$ cat src/rtl/spi_byte_pkg.sv
package spi_byte_pkg;

    // Register byte offsets
    localparam int OFS_DATA = 0;
    localparam int OFS_CTRL = 2;
    localparam int OFS_STAT = 4;

    // Control word field positions
    localparam int EN_POS   = 0;
    localparam int CPHA_POS = 7;
    localparam int CPOL_POS = 8;
    localparam int DIV_LSB  = 9;

    // Status word field positions
    localparam int BUSY_POS = 0;
    localparam int FULL_POS = 1;

endpackage

$ cat src/rtl/spi_byte_regs.sv
module spi_byte_regs
    import spi_byte_pkg::*;
#(
    parameter int DATA_W = 8,
    parameter int DIV_W  = 7,
    parameter int ADDR_W = 3,
    parameter int REG_W  = 16
) (
    input  logic              clk,
    input  logic              rst_n,
    input  logic [ADDR_W-1:0] reg_addr,
    input  logic              reg_wr,
    input  logic              reg_rd,
    input  logic [REG_W-1:0]  reg_wdata,
    output logic [REG_W-1:0]  reg_rdata,
    input  logic              busy,
    input  logic              done,
    input  logic [DATA_W-1:0] rx_byte,
    output logic              en,
    output logic              cpha,
    output logic              cpol,
    output logic [DIV_W-1:0]  div,
    output logic              start,
    output logic              abort,
    output logic [DATA_W-1:0] tx_byte,
    output logic              rx_full
);

    localparam logic [REG_W-1:0] CTRL_MASK =
        REG_W'((1 << EN_POS) | (1 << CPHA_POS) | (1 << CPOL_POS) |
               (((1 << DIV_W) - 1) << DIV_LSB));

    localparam logic [ADDR_W-1:0] A_DATA = ADDR_W'(OFS_DATA);
    localparam logic [ADDR_W-1:0] A_CTRL = ADDR_W'(OFS_CTRL);
    localparam logic [ADDR_W-1:0] A_STAT = ADDR_W'(OFS_STAT);

    typedef struct packed {
        logic [REG_W-1:0]  ctrl;
        logic [DATA_W-1:0] rx;
        logic              full;
    } regs_t;

    regs_t q, d;
    logic  data_wr, ctrl_wr, data_rd;

    always_comb begin
        d       = q;
        data_wr = reg_wr && (reg_addr == A_DATA);
        ctrl_wr = reg_wr && (reg_addr == A_CTRL);
        data_rd = reg_rd && (reg_addr == A_DATA);

        start   = data_wr && q.ctrl[EN_POS] && !busy;
        abort   = ctrl_wr && !reg_wdata[EN_POS];
        tx_byte = reg_wdata[DATA_W-1:0];

        if (ctrl_wr) begin
            d.ctrl = reg_wdata & CTRL_MASK;
        end
        if (data_rd) begin
            d.full = 1'b0;
        end
        if (done) begin
            d.rx   = rx_byte;
            d.full = 1'b1;
        end

        unique case (reg_addr)
            A_DATA:  reg_rdata = {{(REG_W-DATA_W){1'b0}}, q.rx};
            A_CTRL:  reg_rdata = q.ctrl;
            A_STAT: begin
                reg_rdata           = '0;
                reg_rdata[BUSY_POS] = busy;
                reg_rdata[FULL_POS] = q.full;
            end
            default: reg_rdata = '0;
        endcase
    end

    assign en      = q.ctrl[EN_POS];
    assign cpha    = q.ctrl[CPHA_POS];
    assign cpol    = q.ctrl[CPOL_POS];
    assign div     = q.ctrl[DIV_LSB +: DIV_W];
    assign rx_full = q.full;

    always_ff @(posedge clk or negedge rst_n) begin
        if (!rst_n) begin
            q <= '0;
        end else begin
            q <= d;
        end
    end

endmodule

$ cat src/rtl/spi_byte_sck.sv
module spi_byte_sck #(
    parameter int DIV_W = 7
) (
    input  logic             clk,
    input  logic             rst_n,
    input  logic             run,
    input  logic             abort,
    input  logic             cpol,
    input  logic [DIV_W-1:0] div,
    output logic             sclk,
    output logic             tick,
    output logic             lead
);

    typedef struct packed {
        logic [DIV_W-1:0] cnt;
        logic             sclk;
    } sck_t;

    sck_t q, d;

    always_comb begin
        d    = q;
        tick = 1'b0;
        lead = 1'b0;
        if (!run || abort) begin
            // Idle or stopping: park the clock at its rest level
            d.cnt  = '0;
            d.sclk = cpol;
        end else if (q.cnt == div) begin
            tick   = 1'b1;
            lead   = (q.sclk == cpol);
            d.cnt  = '0;
            d.sclk = ~q.sclk;
        end else begin
            d.cnt = q.cnt + 1'b1;
        end
    end

    assign sclk = q.sclk;

    always_ff @(posedge clk or negedge rst_n) begin
        if (!rst_n) begin
            q <= '0;
        end else begin
            q <= d;
        end
    end

endmodule

$ cat src/rtl/spi_byte_shift.sv
module spi_byte_shift #(
    parameter int DATA_W = 8
) (
    input  logic              clk,
    input  logic              rst_n,
    input  logic              start,
    input  logic              abort,
    input  logic [DATA_W-1:0] tx_byte,
    input  logic              cpha,
    input  logic              tick,
    input  logic              lead,
    input  logic              miso,
    output logic              busy,
    output logic              done,
    output logic [DATA_W-1:0] rx_byte,
    output logic              mosi
);

    localparam int EDGES = 2 * DATA_W;
    localparam int EW    = $clog2(EDGES);
    localparam logic [EW-1:0] LAST = EW'(EDGES - 1);

    typedef struct packed {
        logic              busy;
        logic [EW-1:0]     edge_n;
        logic [DATA_W-1:0] tx;
        logic [DATA_W-1:0] rx;
        logic              mosi;
    } sh_t;

    sh_t  q, d;
    logic sample;

    always_comb begin
        d      = q;
        done   = 1'b0;
        sample = lead ^ cpha;
        if (abort) begin
            d.busy   = 1'b0;
            d.edge_n = '0;
        end else if (start) begin
            d.busy   = 1'b1;
            d.edge_n = '0;
            d.rx     = '0;
            if (cpha) begin
                d.tx = tx_byte;
            end else begin
                d.mosi = tx_byte[DATA_W-1];
                d.tx   = tx_byte << 1;
            end
        end else if (q.busy && tick) begin
            d.edge_n = q.edge_n + 1'b1;
            if (sample) begin
                d.rx = {q.rx[DATA_W-2:0], miso};
            end else begin
                d.mosi = q.tx[DATA_W-1];
                d.tx   = q.tx << 1;
            end
            if (q.edge_n == LAST) begin
                d.busy = 1'b0;
                done   = 1'b1;
            end
        end
    end

    assign busy    = q.busy;
    assign mosi    = q.mosi;
    assign rx_byte = d.rx;

    always_ff @(posedge clk or negedge rst_n) begin
        if (!rst_n) begin
            q <= '0;
        end else begin
            q <= d;
        end
    end

endmodule

$ cat src/rtl/byte_spi_master.sv
module byte_spi_master #(
    parameter int DATA_W = 8,
    parameter int DIV_W  = 7,
    parameter int ADDR_W = 3,
    parameter int REG_W  = 16
) (
    input  logic              clk,
    input  logic              rst_n,
    input  logic [ADDR_W-1:0] reg_addr,
    input  logic              reg_wr,
    input  logic              reg_rd,
    input  logic [REG_W-1:0]  reg_wdata,
    output logic [REG_W-1:0]  reg_rdata,
    output logic              sclk,
    output logic              mosi,
    input  logic              miso
);

    logic              busy_w, done_w, en_w, cpha_w, cpol_w;
    logic              start_w, abort_w, tick_w, lead_w, full_w;
    logic [DIV_W-1:0]  div_w;
    logic [DATA_W-1:0] tx_w, rxb_w;

    spi_byte_regs #(
        .DATA_W(DATA_W), .DIV_W(DIV_W), .ADDR_W(ADDR_W), .REG_W(REG_W)
    ) regs_i (
        .clk(clk), .rst_n(rst_n),
        .reg_addr(reg_addr), .reg_wr(reg_wr), .reg_rd(reg_rd),
        .reg_wdata(reg_wdata), .reg_rdata(reg_rdata),
        .busy(busy_w), .done(done_w), .rx_byte(rxb_w),
        .en(en_w), .cpha(cpha_w), .cpol(cpol_w), .div(div_w),
        .start(start_w), .abort(abort_w), .tx_byte(tx_w), .rx_full(full_w)
    );

    spi_byte_sck #(.DIV_W(DIV_W)) sck_i (
        .clk(clk), .rst_n(rst_n),
        .run(busy_w), .abort(abort_w), .cpol(cpol_w), .div(div_w),
        .sclk(sclk), .tick(tick_w), .lead(lead_w)
    );

    spi_byte_shift #(.DATA_W(DATA_W)) shift_i (
        .clk(clk), .rst_n(rst_n),
        .start(start_w), .abort(abort_w), .tx_byte(tx_w), .cpha(cpha_w),
        .tick(tick_w), .lead(lead_w), .miso(miso),
        .busy(busy_w), .done(done_w), .rx_byte(rxb_w), .mosi(mosi)
    );

endmodule

$ cat config.mk
export PLATFORM = sky130hd
export DESIGN_NAME = byte_spi_master
export DESIGN_NICKNAME = d
export VERILOG_FILES = /design/src/rtl/spi_byte_pkg.sv /design/src/rtl/spi_byte_regs.sv /design/src/rtl/spi_byte_sck.sv /design/src/rtl/spi_byte_shift.sv /design/src/rtl/byte_spi_master.sv
export SDC_FILE = /design/constraint.sdc
export NUM_CORES = 1
export LEC_CHECK = 0
export BUFFER_PORTS_ARGS = -buffer_cell sky130_fd_sc_hd__buf_2
export CAP_MARGIN = 30
export CELL_PAD_IN_SITES_DETAIL_PLACEMENT = 1
export CELL_PAD_IN_SITES_GLOBAL_PLACEMENT = 2
export CORE_MARGIN = 2
export CORE_UTILIZATION = 39
export CTS_BUF_LIST = sky130_fd_sc_hd__clkbuf_8
export DETAILED_ROUTE_END_ITERATION = 8
export PLACE_DENSITY = 0.92
export SLEW_MARGIN = 0
export SYNTH_ARGS = -nofsm -noshare
export SYNTH_HDL_FRONTEND = slang
export SYNTH_SLANG_ARGS = --single-unit
$ cat constraint.sdc
create_clock -name clk -period 6.3 [get_ports clk]
set_clock_uncertainty 0.1 [all_clocks]
set_input_delay 0.63 -clock clk [delete_from_list [all_inputs] [get_ports clk]]
set_output_delay 0.63 -clock clk [all_outputs]
set_load 0.02 [all_outputs]
==> metrics, run 1 <==
hold_ws 0.311 ns; critical-path cell list buf_2 > nand4bb_1 > o21ai_2 > or4_1 > and2_1 > mux2_4; Area growth syn-to-layout 15.6%; Die H 84.5 um; Worst Hold Class input pin to async pin; Wirelength per Cell 15.4 um; Worst Setup Start Kind input pin; setup tns final 0 ns; critical path's top delay family simple AND/OR/NAND/NOR gates; fraction of registers with async set/reset 100%; synthesized area 2520 um^2; Total Wirelength 5820 um; footprint of the multi-input gates 1230 um^2; Resized Gates After CTS 0; CP max-delay cell nand4bb_1; placed wire-length estimate 4150 um; commonest non-fill, non-tap cell in the layout nand2_1; drt pass-1 iters 4; DIE WIDTH 84.5 um; Worst EP arrival 2.88 ns; I/O Buffers 41; Post-DP Area 2830 um^2; I/O Pins 42; final net count 326; max incr delay on CP 0.55 ns; setup violators final 0; largest net degree at the start of global routing 50; Post-DRT Antenna Nets 0; layout cells sized above 1 23.9%; fin area 2920 um^2; vias in the first global route 2010; syn_area_per_cell 9.82 um^2; sequential area share after synthesis 48.6%; fillers 737; CTS Hold Bufs 0; share of power burned in registers 50.7%; clk_lat worst skew 0.30 ns; Post-CTS Setup Bufs 0; Switch Pwr 265 uW; Core Box Area 6310 um^2; Crit. End Element register; FF+latch count, synth 49; Crit Path Category input pin to register; P per Cell Area 265 nW/um^2; Ys Warns 0; drt drc 0; vias per cell 5.17; clock share of power 23.7%; status finished, final reports clean; P_leak 1.38 nW; htree depth 2; first-pass GRT wire length 9980 um; final hold violation count 0; Synth Net Count 283; register area 1230 um^2; Diodes inserted 0; GRT Overall Usage 17.3%; via count 1954; TritonCTS buffer count 5; WP data required 6.39 ns; root buf cell clkbuf_8; Worst VDD drop 0.137 mV; CTS tree yes; Finished Core Util 46.2%; GP Congestion 0.739; Worst-path clk slew 0.09 ns; Final Cycle Share 44.3%; DIE AREA 7130 um^2; RSZ-0062 raised after global routing false; Top FF cell, synth dfrtp_1; crit-path max FO 11; CTS max path bufs 2; post-synthesis cell count 257; fin. max-slew vios 0; synth unique cells 40; Switching Fraction 34.3%; Rel. slew slack 54.6%; P_int 508 uW; Post-synth EDFFs 0; initial core utilization 40.0%; initial antenna violation count 0; clock sinks 49; Comb pwr share 25.6%; clock period minus worst slack 2.79 ns; Site Rows 29; max-cap viol count 0; crit path buf inv count 1; slew at the pin closest to its max-slew limit 0.675 ns; most frequent cells in the layout nand2_1 (57), dfrtp_1 (49), buf_2 (42), nor2_1 (16); Iteration-0 DRC Markers 54; achievable frequency 358 MHz; total gr overflow 0
-- cells in the mapped netlist (2+ instances only) --
cell	n	area [um^2]
a22o_1	2	17.5
a31oi_1	2	12.5
and2_1	14	87.6
buf_2	2	10.0
clkbuf_1	10	37.5
dfrtp_1	49	1230
ha_1	2	25.0
inv_1	4	15.0
mux2_2	2	22.5
mux2_4	7	105
mux2i_1	9	90.1
nand2_1	57	214
nand3_1	8	40.0
nor2_1	16	60.1
nor3_1	4	20.0
nor4_2	2	25.0
o211ai_1	6	45.0
o21a_1	6	45.0
o21ai_0	12	60.1
o22a_1	2	17.5
o2bb2ai_1	8	70.1
xnor2_1	14	123
xor2_1	2	17.5
-- flip-flops by register name, summed over array words and instances, names as in the netlist, 7 cells and up --
register / count
regs_i.q: 8
sck_i.q: 7
shift_i.q: 20
regs_i.div: 7
-- worst paths after layout --
check | from | end | slack (ns) | cells past startpoint
setup / recovery | reg_addr[0] | shift_i.q[13]$_DFFE_PN0P_ | 3.51 | 6
hold / removal | rst_n | regs_i.q[6]$_DFFE_PN0P_ | 0.31 | 2
setup reg to reg | regs_i.cpha$_DFFE_PN0N_ | shift_i.q[13]$_DFFE_PN0P_ | 3.80 | 5
hold reg to reg | regs_i.q[5]$_DFFE_PN0P_ | regs_i.q[5]$_DFFE_PN0P_ | 0.39 | 1
max in group asynchronous | rst_n | shift_i.q[15]$_DFFE_PN0P_ | 5.34 | 2
min in group clk | regs_i.q[5]$_DFFE_PN0P_ | regs_i.q[5]$_DFFE_PN0P_ | 0.39 | 1
-- stage by stage --
| stage | power (mW) | std cells | setup WS (ns) |
|---|---|---|---|
| after global routing | 0.820 | 378 | 3.35 |
| after detailed placement | 0.598 | 370 | 3.19 |
| final | 0.773 | 378 | 3.51 |
| after floorplan | 0.529 | 257 | 3.91 |
| after global placement | 0.581 | 367 | 3.26 |
| after CTS | 0.783 | 378 | 3.53 |
-- worst reg2reg max path: cells and delay by family, from the launching register on --
kind	cells	cell delay [ns]
xor gates and xnor gates	1	0.18
buffers and inverters	1	0.16
DFF	1	0.68
and+or+nand+nor	2	0.90
muxes	1	0.37
-- power by group through the flow --
stage	Clock (mW)	Combinational [mW]	Sequential (mW)
after floorplan	0	0.139	0.390
after global placement	0	0.186	0.395
after detailed placement	0	0.200	0.398
after CTS	0.190	0.201	0.392
after global routing	0.200	0.222	0.397
final	0.183	0.198	0.392
-- cells by family (layout without fill, tap and decap cells) --
kind of cell | after synthesis | after routing | synth area share [%]
buffers and inverters | 17 | 61 | 2.92
xor gates and xnor gates | 17 | 17 | 6.19
DFF | 49 | 49 | 48.6
and+or+nand+nor | 111 | 111 | 20.8
muxes | 18 | 18 | 8.62
AOI/OAI and AO/OA | 43 | 43 | 11.9
adders and majority gates | 2 | 2 | 0.991
-- routing by layer --
layer | part of all wire (%) | vias to the layer above | track usage [%]
li1 | - | 965 | -
met1 | 47 | 959 | 24.4
met2 | 49 | 26 | 27.6
met3 | 2.5 | 4 | 2.85
met4 | 1.2 | 0 | 5.19
met5 | 0 | - | 0
-- area by class of cell --
class	count	area share, %
inverter	4	0.515
clock buffer	5	2.36
multi-input combinational	191	42.2
timing repair buffer	49	9.01
clock inverter	3	0.600
sequential	49	42.0
tap	77	3.30
No activity file was read; power rests on OpenSTA's default activity.
==> run 2, diff against run 1 <==
--- a/config.mk
+++ b/config.mk
@@ -10,10 +10,10 @@
 export CELL_PAD_IN_SITES_DETAIL_PLACEMENT = 1
 export CELL_PAD_IN_SITES_GLOBAL_PLACEMENT = 2
 export CORE_MARGIN = 2
-export CORE_UTILIZATION = 39
+export CORE_UTILIZATION = 36
 export CTS_BUF_LIST = sky130_fd_sc_hd__clkbuf_8
 export DETAILED_ROUTE_END_ITERATION = 8
-export PLACE_DENSITY = 0.92
+export PLACE_DENSITY = 0.86
 export SLEW_MARGIN = 0
 export SYNTH_ARGS = -nofsm -noshare
 export SYNTH_HDL_FRONTEND = slang
==> constraint.sdc (replaced) <==
create_clock -name clk -period 2.9 [get_ports clk]
set_clock_uncertainty 0.1 [all_clocks]
set_input_delay 0.29 -clock clk [delete_from_list [all_inputs] [get_ports clk]]
set_output_delay 0.29 -clock clk [all_outputs]
set_load 0.02 [all_outputs]
==> metrics, run 2 (synthesis results as in run 1) <==
largest net degree at the start of global routing 27 (-46%); Worst-path clk slew 0.09 ns (about the same); hold_sp reg_wdata[11]; Site Rows 30 (+3.4%); number of flip-flops in the largest register 20 (unchanged); depth of the most critical reg-to-reg path 5 (unchanged); setup tns final 0 ns (unchanged); Post-DRT Antenna Nets 0 (unchanged); RSZ-0062 raised after global routing false; clock period minus worst slack 2.41 ns; I/O Pins 42 (unchanged); CTS tree yes; achievable frequency 415 MHz; P_leak 1.41 nW (+1.7%); initial antenna violation count 0 (unchanged); final worst setup slack 0.491 ns (-3.02 ns); Switch Pwr 564 uW (+110%); status finished, final reports clean; Final Cycle Share 83.1%; setup violators final 0 (unchanged); initial core utilization 37.2% (-2.8 points); max incr delay on CP 0.54 ns (about the same); most frequent cells in the layout nand2_1 (57), dfrtp_1 (49), buf_2 (41), nor2_1 (16); final hold violation count 0 (unchanged); Switching Fraction 32.8% (-1.5 points); DIE WIDTH 87.7 um (+3.9%); Worst Hold Class input pin to register; first-pass GRT wire length 9670 um (-3.1%); Worst Setup Start Kind register; clock sinks 49 (unchanged); share of power burned in registers 48.7% (-2.0 points); commonest non-fill, non-tap cell in the layout nand2_1; hold_ws 0.0759 ns (-0.235 ns); GRT Overall Usage 16.2% (-1.2 points); vias per cell 4.84 (-6.5%); total gr overflow 0 (unchanged); drt drc 0 (unchanged); FF-to-FF Start sck_i.q[3]$_DFF_PN0_; clk_lat worst skew 0.30 ns (about the same); Comb pwr share 25.8% (+0.2 points); Area growth syn-to-layout 18.2%; Core Box Area 6790 um^2 (+7.6%); Finished Core Util 43.9% (-2.3 points); Wirelength per Cell 14.3 um (-6.9%); Diodes inserted 0 (unchanged); Crit. End Element register; Rel. slew slack 60.6% (+5.9 points); crit path buf inv count 0 (-1); Worst VDD drop 0.231 mV (+69%); Die H 87.7 um (+3.9%); setup slack after placement 0.493 ns (-2.70 ns); fin. max-slew vios 0 (unchanged); CTS max path bufs 2 (unchanged); crit-path max FO 9 (-2); Iteration-0 DRC Markers 82 (+52%); final net count 329 (+0.92%); via count 1934 (-1.0%); Critical Path Start sck_i.q[3]$_DFF_PN0_; layout cells sized above 1 24.3% (+0.42 points); WP data required 2.98 ns (-3.41 ns); max-cap viol count 0 (unchanged); placed wire-length estimate 4150 um (about the same); I/O Buffers 41 (unchanged); registers with the most flip-flops shift_i.q: 20 flops, regs_i.q: 8 flops; P per Cell Area 577 nW/um^2 (+120%); root buf cell clkbuf_8; TritonCTS buffer count 5 (unchanged); P_int 1.16 mW (+130%); Levels on crit path 5 (-1); DIE AREA 7700 um^2 (+7.9%); largest reg by FF count shift_i.q; slew at the pin closest to its max-slew limit 0.587 ns (-0.0884 ns); critical path's top delay family simple AND/OR/NAND/NOR gates; critical-path cell list xnor2_1 > nand4_1 > or4_1 > and2_1 > mux2_4; Crit Path Category register to register; GP Congestion 0.745 (+0.85%); drt pass-1 iters 4 (unchanged); clock share of power 25.5% (+1.8 points); htree depth 2 (unchanged); vias in the first global route 1985 (-1.2%); Hold Crit Depth 3; Worst EP arrival 2.49 ns (-0.39 ns); Total Wirelength 5730 um (-1.5%); CP max-delay cell or4_1
run 2: changes by cell type in the layout (fill, tap and decap cells not counted), sizes merged:
cell         change
clkinv           -1
dlygate4sd3      +1
buf              +2
clkinvlp         -1
clkbuf           +2
run 2: stage by stage:
step	total power, mW	cells	instance area (um^2)
6_report	1.72	400	2980
3_3_place_gp	1.29	391	2870
5_1_grt	1.84	400	2980
4_1_cts	1.75	400	2980
2_1_floorplan	1.15	257	2520
3_5_place_dp	1.30	391	2870
run 2: path summary, 6_finish.rpt:
kind,slack [ns],end
setup / recovery,0.49,shift_i.q[11]$_DFFE_PN0P_
max in group asynchronous,1.54,shift_i.q[5]$_DFF_PN0_
setup reg to reg,0.49,shift_i.q[11]$_DFFE_PN0P_
hold / removal,0.08,regs_i.div[2]$_DFFE_PN0N_
hold reg to reg,0.39,regs_i.q[6]$_DFFE_PN0P_
min in group asynchronous,0.42,shift_i.mosi$_DFFE_PN0P_
run 2: area by class of cell:
class,instances,area (um^2)
fillers,804,3810
multi-input cells,191,1230
flip-flops and latches,49,1230
repair buffers,52,290
well taps,96,120
clock buffers,7,96.3
inverters,4,15.0
clock inverters,1,5.00
run 2: power groups by stage:
stage	sequential (mW)	combinational, mW	clock [mW]
4_1_cts	0.840	0.455	0.455
3_3_place_gp	0.848	0.438	0
6_report	0.839	0.444	0.439
2_1_floorplan	0.846	0.303	0
5_1_grt	0.854	0.505	0.477
3_5_place_dp	0.853	0.450	0
run 2: repair_timing:
action,4_1_cts,5_1_grt
setup buffers,0,0
resized for setup,0,0
endpoints found under the hold margin,25,0
hold buffers,1,0
run 2: tightest hold or removal path, stage by stage:
cell	delay (ns)
buf_2	0.07
nand2_1	0.04
nand2_1	0.05
run 2: metal layers:
metal  track usage (%)  routed length [um]  part of all wire, %
met5                 0                   0                    0
met4              4.20                  59                  1.0
met1              22.6                2870                   50
met2              25.8                2600                   45
met3              3.11                 200                  3.5
